[src/rtl/axu_pkg.sv]
package axu_pkg;
    localparam int ADDR_W  = 24;
    localparam int WAIT_W  = 4;
    localparam int TGT_W   = 3;
    localparam int NWIN    = 4;

    localparam logic [TGT_W-1:0] TGT_RAM  = 3'd0;
    localparam logic [TGT_W-1:0] TGT_PROG = 3'd1;
    // bit [TGT_W-1] set marks an external device
    localparam int EXT_BIT = TGT_W - 1;

    typedef enum logic [1:0] {
        FLD_LO   = 2'd0,
        FLD_HI   = 2'd1,
        FLD_OFFS = 2'd2,
        FLD_CTRL = 2'd3
    } fld_e;

    typedef struct packed {
        logic              en;
        logic [WAIT_W-1:0] ws;
        logic [TGT_W-1:0]  tgt;
        logic [ADDR_W-1:0] lo;
        logic [ADDR_W-1:0] hi;
        logic [ADDR_W-1:0] offs;
    } win_t;
endpackage

[src/rtl/axu_win_bank.sv]
module axu_win_bank
    import axu_pkg::*;
#(
    parameter  int NWIN  = axu_pkg::NWIN,
    localparam int IDX_W = (NWIN > 1) ? $clog2(NWIN) : 1
) (
    input  logic                  clk,
    input  logic                  rst_n,
    input  logic                  we,
    input  logic [IDX_W-1:0]      win,
    input  logic [1:0]            field,
    input  logic [ADDR_W-1:0]     wdata,
    output win_t [NWIN-1:0]       wins_o
);
    win_t [NWIN-1:0] wins_d, wins_q;

    always_comb begin
        wins_d = wins_q;
        if (we && (int'(win) < NWIN)) begin
            case (fld_e'(field))
                FLD_LO:   wins_d[win].lo   = wdata;
                FLD_HI:   wins_d[win].hi   = wdata;
                FLD_OFFS: wins_d[win].offs = wdata;
                default: begin
                    wins_d[win].tgt = wdata[TGT_W-1:0];
                    wins_d[win].ws  = wdata[TGT_W +: WAIT_W];
                    wins_d[win].en  = wdata[TGT_W + WAIT_W];
                end
            endcase
        end
    end

    always_ff @(posedge clk) begin
        if (!rst_n) wins_q <= '0;
        else        wins_q <= wins_d;
    end

    assign wins_o = wins_q;


    ctrl_wr_chk: assert property (@(posedge clk) disable iff (!rst_n)
        (we && field == FLD_CTRL) |=>
            (wins_q[$past(win)].en == $past(wdata[TGT_W + WAIT_W]) &&
             wins_q[$past(win)].ws == $past(wdata[TGT_W +: WAIT_W])));


    lo_wr_chk: assert property (@(posedge clk) disable iff (!rst_n)
        (we && field == FLD_LO) |=> wins_q[$past(win)].lo == $past(wdata));
endmodule

[src/rtl/axu_lookup.sv]
module axu_lookup
    import axu_pkg::*;
#(
    parameter int               NWIN    = axu_pkg::NWIN,
    parameter logic [TGT_W-1:0] DEF_TGT = axu_pkg::TGT_RAM
) (
    input  logic [ADDR_W-1:0] addr_i,
    input  win_t [NWIN-1:0]   wins_i,
    output logic [ADDR_W-1:0] paddr_o,
    output logic [TGT_W-1:0]  tgt_o,
    output logic [WAIT_W-1:0] ws_o,
    output logic              hit_o,
    output logic [NWIN-1:0]   grant_o
);
    logic [NWIN-1:0] in_rng;

    for (genvar i = 0; i < NWIN; i++) begin : g_match
        assign in_rng[i] = wins_i[i].en &&
                           (addr_i >= wins_i[i].lo) &&
                           (addr_i <= wins_i[i].hi);
        if (i == 0) begin : g_first
            assign grant_o[i] = in_rng[i];
        end else begin : g_rest
            assign grant_o[i] = in_rng[i] && !(|in_rng[i-1:0]);
        end
    end

    assign hit_o = |in_rng;

    always_comb begin
        paddr_o = addr_i;
        tgt_o   = DEF_TGT;
        ws_o    = '0;
        for (int i = 0; i < NWIN; i++) begin
            if (grant_o[i]) begin
                paddr_o = addr_i - wins_i[i].lo + wins_i[i].offs;
                tgt_o   = wins_i[i].tgt;
                ws_o    = wins_i[i].ws;
            end
        end
    end
endmodule

[src/rtl/axu_wait_ctr.sv]
module axu_wait_ctr
    import axu_pkg::*;
(
    input  logic              clk,
    input  logic              rst_n,
    input  logic              req,
    input  logic              hold,
    input  logic [WAIT_W-1:0] ws,
    output logic              ready
);
    typedef struct packed {
        logic [WAIT_W-1:0] cnt;
    } wst_t;

    wst_t st_d, st_q;

    assign ready = req && !hold && (st_q.cnt == ws);

    always_comb begin
        st_d = st_q;
        if (!req || ready) st_d.cnt = '0;
        else if (!hold)    st_d.cnt = st_q.cnt + 1'b1;
    end

    always_ff @(posedge clk) begin
        if (!rst_n) st_q <= '0;
        else        st_q <= st_d;
    end


    ws_step_chk: assert property (@(posedge clk) disable iff (!rst_n)
        (req && !hold && !ready) |=> st_q.cnt == WAIT_W'($past(st_q.cnt) + 1'b1));


    ws_done_chk: assert property (@(posedge clk) disable iff (!rst_n)
        ready |=> st_q.cnt == '0);


    ws_freeze_chk: assert property (@(posedge clk) disable iff (!rst_n)
        (req && hold) |=> $stable(st_q.cnt));
endmodule

[src/rtl/addr_window_xlate.sv]
module addr_window_xlate
    import axu_pkg::*;
#(
    parameter  int NWIN  = axu_pkg::NWIN,
    localparam int IDX_W = (NWIN > 1) ? $clog2(NWIN) : 1
) (
    input  logic              clk,
    input  logic              rst_n,
    input  logic              cfg_we,
    input  logic              cfg_bank,
    input  logic [IDX_W-1:0]  cfg_win,
    input  logic [1:0]        cfg_field,
    input  logic [ADDR_W-1:0] cfg_wdata,
    input  logic              code_req,
    input  logic [ADDR_W-1:0] code_addr,
    output logic [ADDR_W-1:0] code_paddr,
    output logic [TGT_W-1:0]  code_tgt,
    output logic              code_ready,
    input  logic              data_req,
    input  logic [ADDR_W-1:0] data_addr,
    output logic [ADDR_W-1:0] data_paddr,
    output logic [TGT_W-1:0]  data_tgt,
    output logic              data_ready
);
    win_t [NWIN-1:0]   code_wins, data_wins;
    logic [WAIT_W-1:0] code_ws, data_ws;
    logic              code_hit, data_hit;
    logic [NWIN-1:0]   code_grant, data_grant;
    logic              code_hold;

    axu_win_bank #(.NWIN(NWIN)) i_code_bank (
        .clk(clk), .rst_n(rst_n), .we(cfg_we && !cfg_bank),
        .win(cfg_win), .field(cfg_field), .wdata(cfg_wdata), .wins_o(code_wins)
    );

    axu_win_bank #(.NWIN(NWIN)) i_data_bank (
        .clk(clk), .rst_n(rst_n), .we(cfg_we && cfg_bank),
        .win(cfg_win), .field(cfg_field), .wdata(cfg_wdata), .wins_o(data_wins)
    );

    axu_lookup #(.NWIN(NWIN), .DEF_TGT(TGT_PROG)) i_code_lookup (
        .addr_i(code_addr), .wins_i(code_wins), .paddr_o(code_paddr),
        .tgt_o(code_tgt), .ws_o(code_ws), .hit_o(code_hit), .grant_o(code_grant)
    );

    axu_lookup #(.NWIN(NWIN), .DEF_TGT(TGT_RAM)) i_data_lookup (
        .addr_i(data_addr), .wins_i(data_wins), .paddr_o(data_paddr),
        .tgt_o(data_tgt), .ws_o(data_ws), .hit_o(data_hit), .grant_o(data_grant)
    );

    // data side wins a same-device conflict; code side waits
    assign code_hold = code_req && data_req &&
                       code_tgt[EXT_BIT] && (code_tgt == data_tgt);

    axu_wait_ctr i_code_wait (
        .clk(clk), .rst_n(rst_n), .req(code_req), .hold(code_hold),
        .ws(code_ws), .ready(code_ready)
    );

    axu_wait_ctr i_data_wait (
        .clk(clk), .rst_n(rst_n), .req(data_req), .hold(1'b0),
        .ws(data_ws), .ready(data_ready)
    );


    data_priority_chk: assert property (@(posedge clk) disable iff (!rst_n)
        (code_req && data_req && code_tgt[EXT_BIT] && code_tgt == data_tgt) |-> !code_ready);


    code_pass_chk: assert property (@(posedge clk) disable iff (!rst_n)
        !code_hit |-> (code_paddr == code_addr && code_tgt == TGT_PROG));


    data_pass_chk: assert property (@(posedge clk) disable iff (!rst_n)
        !data_hit |-> (data_paddr == data_addr && data_tgt == TGT_RAM));


    single_grant_chk: assert property (@(posedge clk) disable iff (!rst_n)
        $onehot0(code_grant) && $onehot0(data_grant));


    data_free_chk: assert property (@(posedge clk) disable iff (!rst_n)
        (data_req && data_ws == '0) |-> data_ready);
endmodule

[config.mk]
export PLATFORM = sky130hd
export DESIGN_NAME = addr_window_xlate
export DESIGN_NICKNAME = d
export VERILOG_FILES = /design/src/rtl/axu_pkg.sv /design/src/rtl/axu_win_bank.sv /design/src/rtl/axu_lookup.sv /design/src/rtl/axu_wait_ctr.sv /design/src/rtl/addr_window_xlate.sv
export SDC_FILE = /design/constraint.sdc
export NUM_CORES = 2
export LEC_CHECK = 0
export ABC_CLOCK_PERIOD_IN_PS = 6300
export BUFFER_PORTS_ARGS = -buffer_cell sky130_fd_sc_hd__buf_2
export CORE_ASPECT_RATIO = 0.9
export CORE_MARGIN = 1
export CORE_UTILIZATION = 30
export DETAILED_ROUTE_END_ITERATION = 10
export MAX_ROUTING_LAYER = met4
export PLACE_DENSITY = 0.45
export SYNTH_ARGS = -nofsm -noshare
export SYNTH_HDL_FRONTEND = slang
export SYNTH_SLANG_ARGS = --single-unit
export TNS_END_PERCENT = 50
[constraint.sdc]
create_clock -name clk -period 6.3 [get_ports clk]
set_input_delay 1.26 -clock clk [delete_from_list [all_inputs] [get_ports clk]]
set_output_delay 1.26 -clock clk [all_outputs]
set_load 0.01 [all_outputs]
==> metrics <==
Worst-path clk slew=0.05 ns; cts bufs inserted=87; utilization after layout=0.3633; port bufs=137; GRT overflow=0; Mapped Cells=6631; Vias/cell=4.967; Post-DP Area=0.05627 mm²; Async SR Flop Fraction=0; clock buffer depth=3; Max VDD drop=0.1642 mV; Top FF cell, synth=dfxtp_1; worst hold margin=0.4605 ns; Max FO, Critical Path=3; drt total wl=197600 µm; number of H-tree levels=3; Leakage=23.68 nW; initial core utilization=0.3031; die width=434.8 µm; worst-margin pin slew=1.329 ns; fin worst setup slack=0.006402 ns; final instance area=0.06060 mm²; global-route wire length before repair=291100 µm; max-cap viol count=0; pwr/cell area=200.4 mW/mm²; Unique masters post-synth=90; Syn. warnings=0; most common cell in the synthesized netlist=nand2_1; crit end category=output port; largest net degree at the start of global routing=171; Area Growth Syn to Fin=19.85%; syn avg cell area=7.626 µm²; Clock Latency Late Sink=0.70 ns; worst endpoint required time=5.04 ns; CTS tree=built; IO Count=138; number of global-route vias before repair=43760; Residual DRC=0; worst reg2reg setup slack=1.97 ns; placed cells=9104; cell taking the most area after synthesis=dfxtp_1; RSZ-0062 raised after global routing=yes; Yosys reg bits=648; core area=0.1668 mm²; Design Power=12.15 mW; share of the synthesized area in the top cell type=0.2565; outcome=completed; CP Data Arrival Time=5.03 ns; top cells by area, synth=dfxtp_1, ha_1, nand2_1; end of the worst register-to-register path=i_code_wait.st_q[0]; CP max stage cell=fa_1; # hold bufs at CTS=0; per-cell routed wire length=21.25 µm; share of cells above drive strength 1=0.1351; setup TNS=0 ns; vias=46180; Layout Cells excl Fill=9297; minimum clock period=6.294 ns; worst reg2reg path depth=19; Seq/Total Area, Yosys=0.2565; full die area=0.1702 mm²; hold path cells=2; Slew HR=0.1091; All-Layer GR Usage=0.2333; commonest cells in the netlist=nand2_1, inv_1, dfxtp_1; Fin. Hold Viols=0; endpoints failing setup=0; Fmax=0.1589 GHz; Post-Syn Area=0.05057 mm²; initial antenna violation count=10; row count=142; Die H=391.5 µm; Crit path buffers/inverters=6; crit path cell chain=buf_8, inv_4, buf_6, fa_1, inv_1, ha_1, a21o_1, a21o_1, a2111oi_4, nor3_2, a21oi_1, buf_4, o21ai_2, and2_4, or4b_1, and4_1, o22ai_2, o21ai_1, a21oi_1, buf_2; CP peak stage delay=0.56 ns; gpl congestion=0.9218; Pins Over Slew Limit=0; crit share post-route=0.9990; Final HPWL DP=147500 µm; Layout Skew=0.03462 ns; Post-synth EDFFs=0; initial DRC count=3308; critical path's top delay family=compound AO/OA/AOI/OAI gates; CTS root buf=clkbuf_16; WS Path Type=in -> out; clock sink total=648; Setup crit start kind=input pin; Hold WC Path Type=reg -> reg; Final ANT Viol Nets=0; Initial DRT Pass Iterations=6; number of nets in the layout=7837; synthesized net count=7475; worst slack, placed=-0.4655 ns
## timing repair
item / 4_1_cts / 5_1_grt
hold endpoints to repair: 0 / 0
resized for setup: 109 / 150
pin swaps: 57 / 119
endpoints found under the setup margin: 31 / 36
setup buffers: 18 / 17
## cell usage in the layout (no fill, tap or decap), drive strengths merged, types with 27 or more instances in the layout
cell type	Yosys	final
a211oi	45	45
a21oi	298	298
o21ai	319	319
nor2	264	264
fa	184	184
inv	1014	1012
nand3	93	93
clkbuf	281	129
nor2b	46	46
dfxtp	648	648
nand4	76	76
buf	26	573
and3	28	28
nor3	55	55
o31ai	27	27
ha	578	578
xnor2	115	115
o211ai	42	42
nand2	1296	1296
a31oi	40	40
o21a	27	27
nand2b	45	45
a21o	105	105
xor2	48	48
a21boi	641	641
## worst register-to-register path: stages (launching register included)
cell and delay (ns):
dfxtp_1 0.51, inv_1 0.09, ha_1 0.29, a21o_1 0.16, a21oi_1 0.13, o211ai_1 0.09
buf_4 0.18, a2111oi_2 0.42, buf_4 0.21, a21oi_2 0.11, and2_2 0.23, or2_4 0.28
o211ai_1 0.23, buf_4 0.17, a2111oi_0 0.05, and3_2 0.26, buf_4 0.13, buf_4 0.15
o41a_1 0.36, and2_1 0.15
## logic make-up after synthesis
logic type / after synthesis / share of synthesized area
XOR/XNOR: 163 / 0.02823
adder cells (fa/ha/maj): 762 / 0.2159
AO/OA/AOI/OAI: 1731 / 0.2303
AND/OR/NAND/NOR: 1994 / 0.1677
buffers and inverters: 1321 / 0.09898
flip-flops: 648 / 0.2565
multiplexers: 12 / 0.002376
## layout make-up
class                   count  area [µm²]
diodes                      4       10.01
fillers                 17600      106200
inverters                1014        3829
repair buffers            580        4299
flip-flops and latches    648       12970
clock inverters            35       486.7
multi-input cells        4662       33670
well taps                2232        2793
clock buffers             122        2542
## worst max path at each step
| stage | start | to | cells past startpoint |
|---|---|---|---|
| floorplan | data_addr[1] | data_paddr[23] | 16 |
| finish | code_addr[1] | code_paddr[15] | 20 |
| detailed placement | data_addr[2] | data_paddr[22] | 20 |
| global placement | data_addr[2] | data_paddr[22] | 20 |
| global route | data_addr[3] | data_paddr[23] | 19 |
| CTS | data_addr[2] | data_paddr[22] | 20 |
## report_power, final
part | switching [mW] | internal, mW | leakage (nW)
clock | 2.11 | 3.26 | 1.49
sequential | 0.0249 | 4.13 | 5.22
combinational | 1.54 | 1.08 | 17.0
## per-layer routing
| metal | vias up | routed length [µm] | track usage |
|---|---|---|---|
| met5 | - | 0 | - |
| met4 | 0 | 3963 | 0.04774 |
| met3 | 219 | 8556 | 0.02323 |
| met2 | 1014 | 89330 | 0.3671 |
| met1 | 22240 | 95740 | 0.3229 |
| li1 | 22700 | - | - |
No activity file was read; power rests on OpenSTA's default activity.
